### src/rtl/vid_lane_demux.sv
module vid_lane_demux #(
  parameter int W = 10
) (
  input  logic           clk,
  input  logic           rst_n,
  input  logic           wide_sel,
  input  logic [1:0]     mode_sel,
  input  logic [2*W-1:0] din,
  output logic           pair_vld_o,
  output logic [W-1:0]   luma_o,
  output logic [W-1:0]   chroma_o
);
  localparam logic [W-1:0] WORD_ONES = '1;
  localparam logic [W-1:0] WORD_ZERO = '0;
  localparam logic [1:0]   MODE_VID  = 2'b00;

  logic [W-1:0] lane_hi, lane_lo;
  logic [W-1:0] hist1, hist2, hist3;
  logic         wide_q, primed, aligned, luma_ph;
  logic         wchg, track, trs_hit, emit;

  assign lane_hi = din[2*W-1:W];
  assign lane_lo = din[W-1:0];
  assign wchg    = !primed || (wide_sel != wide_q);
  assign track   = (mode_sel == MODE_VID) && !wide_sel;
  assign trs_hit = track && hist3 == WORD_ONES && hist2 == WORD_ZERO && hist1 == WORD_ZERO;
  assign emit    = trs_hit || (aligned && luma_ph);

  always_ff @(posedge clk or negedge rst_n) begin
    if (!rst_n) begin
      primed  <= 1'b0;
      wide_q  <= 1'b0;
      aligned <= 1'b0;
      luma_ph <= 1'b0;
      hist1   <= '0;
      hist2   <= '0;
      hist3   <= '0;
    end else begin
      primed <= 1'b1;
      wide_q <= wide_sel;
      if (wchg || !track) begin
        aligned <= 1'b0;
        luma_ph <= 1'b0;
        hist1   <= '0;
        hist2   <= '0;
        hist3   <= '0;
      end else begin
        hist1 <= lane_hi;
        hist2 <= hist1;
        hist3 <= hist2;
        if (trs_hit) begin
          aligned <= 1'b1;
          luma_ph <= 1'b0;
        end else if (aligned) begin
          luma_ph <= !luma_ph;
        end
      end
    end
  end

  always_ff @(posedge clk or negedge rst_n) begin
    if (!rst_n) begin
      pair_vld_o <= 1'b0;
      luma_o     <= '0;
      chroma_o   <= '0;
    end else if (wchg) begin
      pair_vld_o <= 1'b0;
    end else if (track) begin
      pair_vld_o <= emit;
      if (emit) begin
        luma_o   <= lane_hi;
        chroma_o <= hist1;
      end
    end else if (mode_sel[1] || !wide_sel) begin
      pair_vld_o <= 1'b1;
      luma_o     <= lane_hi;
      chroma_o   <= '0;
    end else begin
      pair_vld_o <= 1'b1;
      luma_o     <= lane_hi;
      chroma_o   <= lane_lo;
    end
  end
endmodule


### config.mk
export PLATFORM = sky130hd
export DESIGN_NAME = vid_lane_demux
export DESIGN_NICKNAME = d
export VERILOG_FILES = /design/src/rtl/vid_lane_demux.sv
export SDC_FILE = /design/constraint.sdc
export NUM_CORES = 1
export LEC_CHECK = 0
export BUFFER_PORTS_ARGS = -buffer_cell sky130_fd_sc_hd__buf_2
export CAP_MARGIN = 20
export CELL_PAD_IN_SITES_DETAIL_PLACEMENT = 2
export CELL_PAD_IN_SITES_GLOBAL_PLACEMENT = 2
export CORE_UTILIZATION = 35
export CTS_CLUSTER_DIAMETER = 40
export DETAILED_ROUTE_END_ITERATION = 10
export PLACE_DENSITY = 0.82
export SYNTH_ARGS = -nofsm -noshare
export SYNTH_HDL_FRONTEND = slang
export SYNTH_SLANG_ARGS = --single-unit
### constraint.sdc
create_clock -name clk -period 2.55 [get_ports clk]
set_input_delay 0.51 -clock clk [delete_from_list [all_inputs] [get_ports clk]]
set_output_delay 0.51 -clock clk [all_outputs]
set_load 0.05 [all_outputs]
Word level (Yosys, flattened, before mapping) --
Index checks and enable logic that the tools add are counted.
Storage, ports and cells: flip-flop bits (word level) 55, input bits 25, output and inout bits 21, word-level logic and storage cells 48
Operators by class: equality and inequality tests 3, multiplexer cells 15, bitwise operators 1, reduce and logical (&&, ||, !) cells 19
Operators with widths (number):
- 2-to-1 mux 10 bit | 8
- logical NOT 10 bit | 2
- == test 10 bit, second input constant | 1
- 2-to-1 mux 1 bit | 7
- logical AND 1 bit | 5
- logical NOT 1 bit | 4
- logical OR 1 bit | 4
- nonzero test 3 bit | 1
- logical NOT 2 bit | 1
- inequality test 2 x 1 -> 1 bit, second input constant | 1
- AND reduction 2 bit | 1
- nonzero test 2 bit | 1
- inequality test 1 bit | 1
- NOT 1 bit | 1

Depth between registers and ports, before layout --
word-level depth 8, mapped depth 6, depth with buffers taken out 4

Least setup slack after synthesis --
Ideal clock, no wire load.
path kind register to register, from register hist1[6], to register luma_o[0], arrival time 1769 ps, data required time 2415 ps, setup slack 647 ps, stages on the path, launching flop included 6, path buffers 1, period minus slack after synthesis 1903 ps, cells stage by stage dfrtp_1 -> or4b_1 -> or4_4 -> nor2_1 -> buf_4 -> o211ai_1
On the way: word-level cells in the longest chain between the ends 5
Ends and longest elaborated chain:
- start, declared | line 18 | logic [W-1:0] hist1, hist2, hist3;
- start signal, assigned | line 48 | hist1 <= lane_hi;
- logical NOT 10 bit | line 26 | assign trs_hit = track && hist3 == WORD_ONES && hist2 == WORD_ZERO && hist1 == WORD_ZERO;
- logical AND 1 bit | line 26
- logical OR 1 bit | line 27 | assign emit = trs_hit || (aligned && luma_ph);
- inequality test 2 x 1 -> 1 bit (no line)
- AND reduction 2 bit (no line)
- end signal, assigned | line 71 | luma_o <= lane_hi;
- end signal, assigned | line 76 | luma_o <= lane_hi;
- end signal, assigned | line 80 | luma_o <= lane_hi;
- end, declared | line 10 | output logic [W-1:0] luma_o,
No other way between the ends. A chain may end at the register's enable or synchronous reset.

Worst setup path in the final report --
from register hist1[6], to register luma_o[1]
The elaborated chain is that of the path after synthesis.

==> impl_results.md <==
- Outcome: complete, no violations
- Synth Area per Inst: 10.6 um^2
- Maxcap violations: 0
- Cells after Synth: 242
- WP data arrival: 2.43 ns
- Routed Antenna Nets: 0
- Final Hold Viols: 0
- Cts hold-fix bufs: 0
- Worst Path Required: 2.74 ns
- Setup TNS: 0 ns
- I/O Pins: 46
- Via density: 5.63
- # rows: 30
- Share of layout cells above drive strength 1: 31.8%
- Post-synth cell types: 29
- PortBufs: 45
- Cell Area, Synth: 2570 um^2
- Skew final: 0.00432 ns
- Total GRT Usage: 22.1%
- Setup crit start kind: register
- Wire per inst: 20.3 um
- Via count: 2152
- Overall Power: 2140 uW
- Reg2reg start: hist1[6]
- Worst-Skew Late Latency: 0.31 ns
- Crit Reg-Reg Endpoint: luma_o[1]
- Finished Core Util: 44.0%
- Endpoints failing setup: 0
- # Post-CTS Setup Buffers: 0
- Antenna Cells: 0
- Tcrit/Tclk final: 87.6%
- Largest net degree at the start of global routing: 56
- TritonCTS clock tree: yes
- DRT Wirelength: 7.75 mm
- Total core area: 6940 um^2
- Top Layer Used: met4
- First-pass GRT wire length: 12.8 mm
- Synth warn: 0
- Nets: 310
- TritonCTS Buffers: 5
- Syn-to-layout area delta: 18.7%
- Worst Path Max Fanout: 11
- Leakage: 0.00138 uW
- Initial antenna violation count: 0
- Die height: 87.8 um
- Leading cell type in the layout, fill and taps excluded: dfrtp_1
- CTS Sinks: 55
- Class of the worst hold path: in -> async
- Post-CTS sizing: 0
- Iter 0 DRT Violations: 98
- R2r worst-path depth: 5
- Power per cell area: 699 nW/um^2
- Commonest cells after routing, fill and taps aside: dfrtp_1, buf_2, and2_1, nand4_1, nand2_1
- Max Slew Vio Count: 0
- Worst slew margin: 37.5%
- Die area: 7700 um^2
- Drt drc: 0
- Filler cell count: 753
- Crit path time final: 2.23 ns
- RSZ-0062 raised after global routing: no
- Worst R2R Setup Slack: 0.32 ns
- Htree depth: 2
- VDD IR-drop max: 0.000357 V
- Max Fclk: 448 MHz
- Sequential share of the synthesized area: 53.5%
- DRT met1 WL: 3.46 mm
- Least-Margin Pin Slew: 0.936 ns
- GPL Wtd Cong: 0.762
- Starting Density: 37.1%
- CP endpoint kind: register
- Congestion Overflow GR: 0
- Vias in the first global route: 2353
- Met3 wire length: 170 um
- Syn nets: 267
- Maximum clock path buffer count: 2
- Clock Pin Slew Worst Setup and Hold Paths: 0.10 ns
- Met2 wire len: 4.03 mm
- Die W: 87.8 um
- DRT Pass-1 Iters: 4
- WS Path Type: reg -> reg
- Number of synthesized register bits: 55
- Root Driver: clkbuf_8
- Hpwl dp: 5.21 mm
cell families after synthesis:
logic type	after synthesis	share of synthesized area, %
buf+inv	22	3.79
simple gates	109	25.5
flops	55	53.5
other cells	1	0.146
compound gates	53	16.4
xor+xnor	2	0.681
metrics by stage:
stage          cells  setup slack [ns]  area [um^2]  hold WS [ns]
2_1_floorplan    242             0.647         2570         0.214
4_1_cts          382             0.290         3060         0.360
3_5_place_dp     374             0.313         2940         0.470
3_3_place_gp     374             0.371         2940         0.454
6_report         382             0.316         3060         0.323
5_1_grt          382             0.200         3060         0.378
worst max path at each step:
stage | start | end | slack, ns | depth (start not counted)
floorplan | hist1[6] | luma_o[0] | 0.65 | 5
global placement | hist1[6] | luma_o[5] | 0.37 | 5
detailed placement | hist1[6] | luma_o[1] | 0.31 | 5
CTS | hist1[6] | luma_o[1] | 0.29 | 5
global route | hist1[6] | luma_o[1] | 0.20 | 5
finish | hist1[6] | luma_o[1] | 0.32 | 5
power breakdown:
| group | total, uW | switching, uW | internal (uW) |
|---|---|---|---|
| Combinational | 545 | 405 | 140 |
| Clock | 588 | 295 | 293 |
| Sequential | 1000 | 62.6 | 941 |
| Total | 2140 | 763 | 1370 |
worst max-delay path, stage by stage (launching register included):
cell and delay, ns:
dfrtp_1 0.40, or4b_1 0.57, or4_4 0.64, nor2_1 0.19
buf_4 0.21, o211ai_1 0.11
area by class of cell:
| type | count | area (um^2) | area share, % |
|---|---|---|---|
| clock inverters | 3 | 43.8 | 1.43 |
| clock buffers | 5 | 68.8 | 2.25 |
| multi-input cells | 165 | 1120 | 36.8 |
| repair buffers | 58 | 323 | 10.6 |
| well taps | 96 | 120 | 3.93 |
| flip-flops and latches | 55 | 1380 | 45.0 |
flip-flops by register name, indices dropped and copies added (netlist names):
signal,count
aligned,1
chroma_o,10
hist1,10
hist2,10
hist3,10
luma_o,10
luma_ph,1
pair_vld_o,1
primed,1
wide_q,1
cell usage after synthesis:
master,number,area (um^2)
nand4bb_1,1,11.3
nor2b_1,1,6.26
o211ai_1,10,75.1
and4_1,1,8.76
xor2_1,2,17.5
and2_1,30,188
nand3_1,10,50.1
nor2_1,2,7.51
or3b_2,10,87.6
nor4_1,5,31.3
and3_1,1,6.26
a2111oi_0,1,8.76
nand4_1,22,138
a21oi_1,11,55.1
buf_2,3,15.0
clkbuf_1,17,63.8
buf_4,1,7.51
nor3b_1,1,7.51
or4_4,1,11.3
buf_6,1,11.3
dfrtp_1,55,1380
o21a_1,1,7.51
nand4b_1,1,8.76
a22oi_1,20,150
nand2b_1,1,6.26
or4b_1,1,10.0
nand2_1,21,78.8
conb_1,1,3.75
o211ai_2,10,125
per-layer routing:
metal | track usage [%] | up-vias
li1 | - | 981
met2 | 38.7 | 27
met3 | 3.39 | 9
met1 | 28.5 | 1135
met4 | 5.51 | 0
met5 | 0 | -
Power figures use the tool's default switching activity.
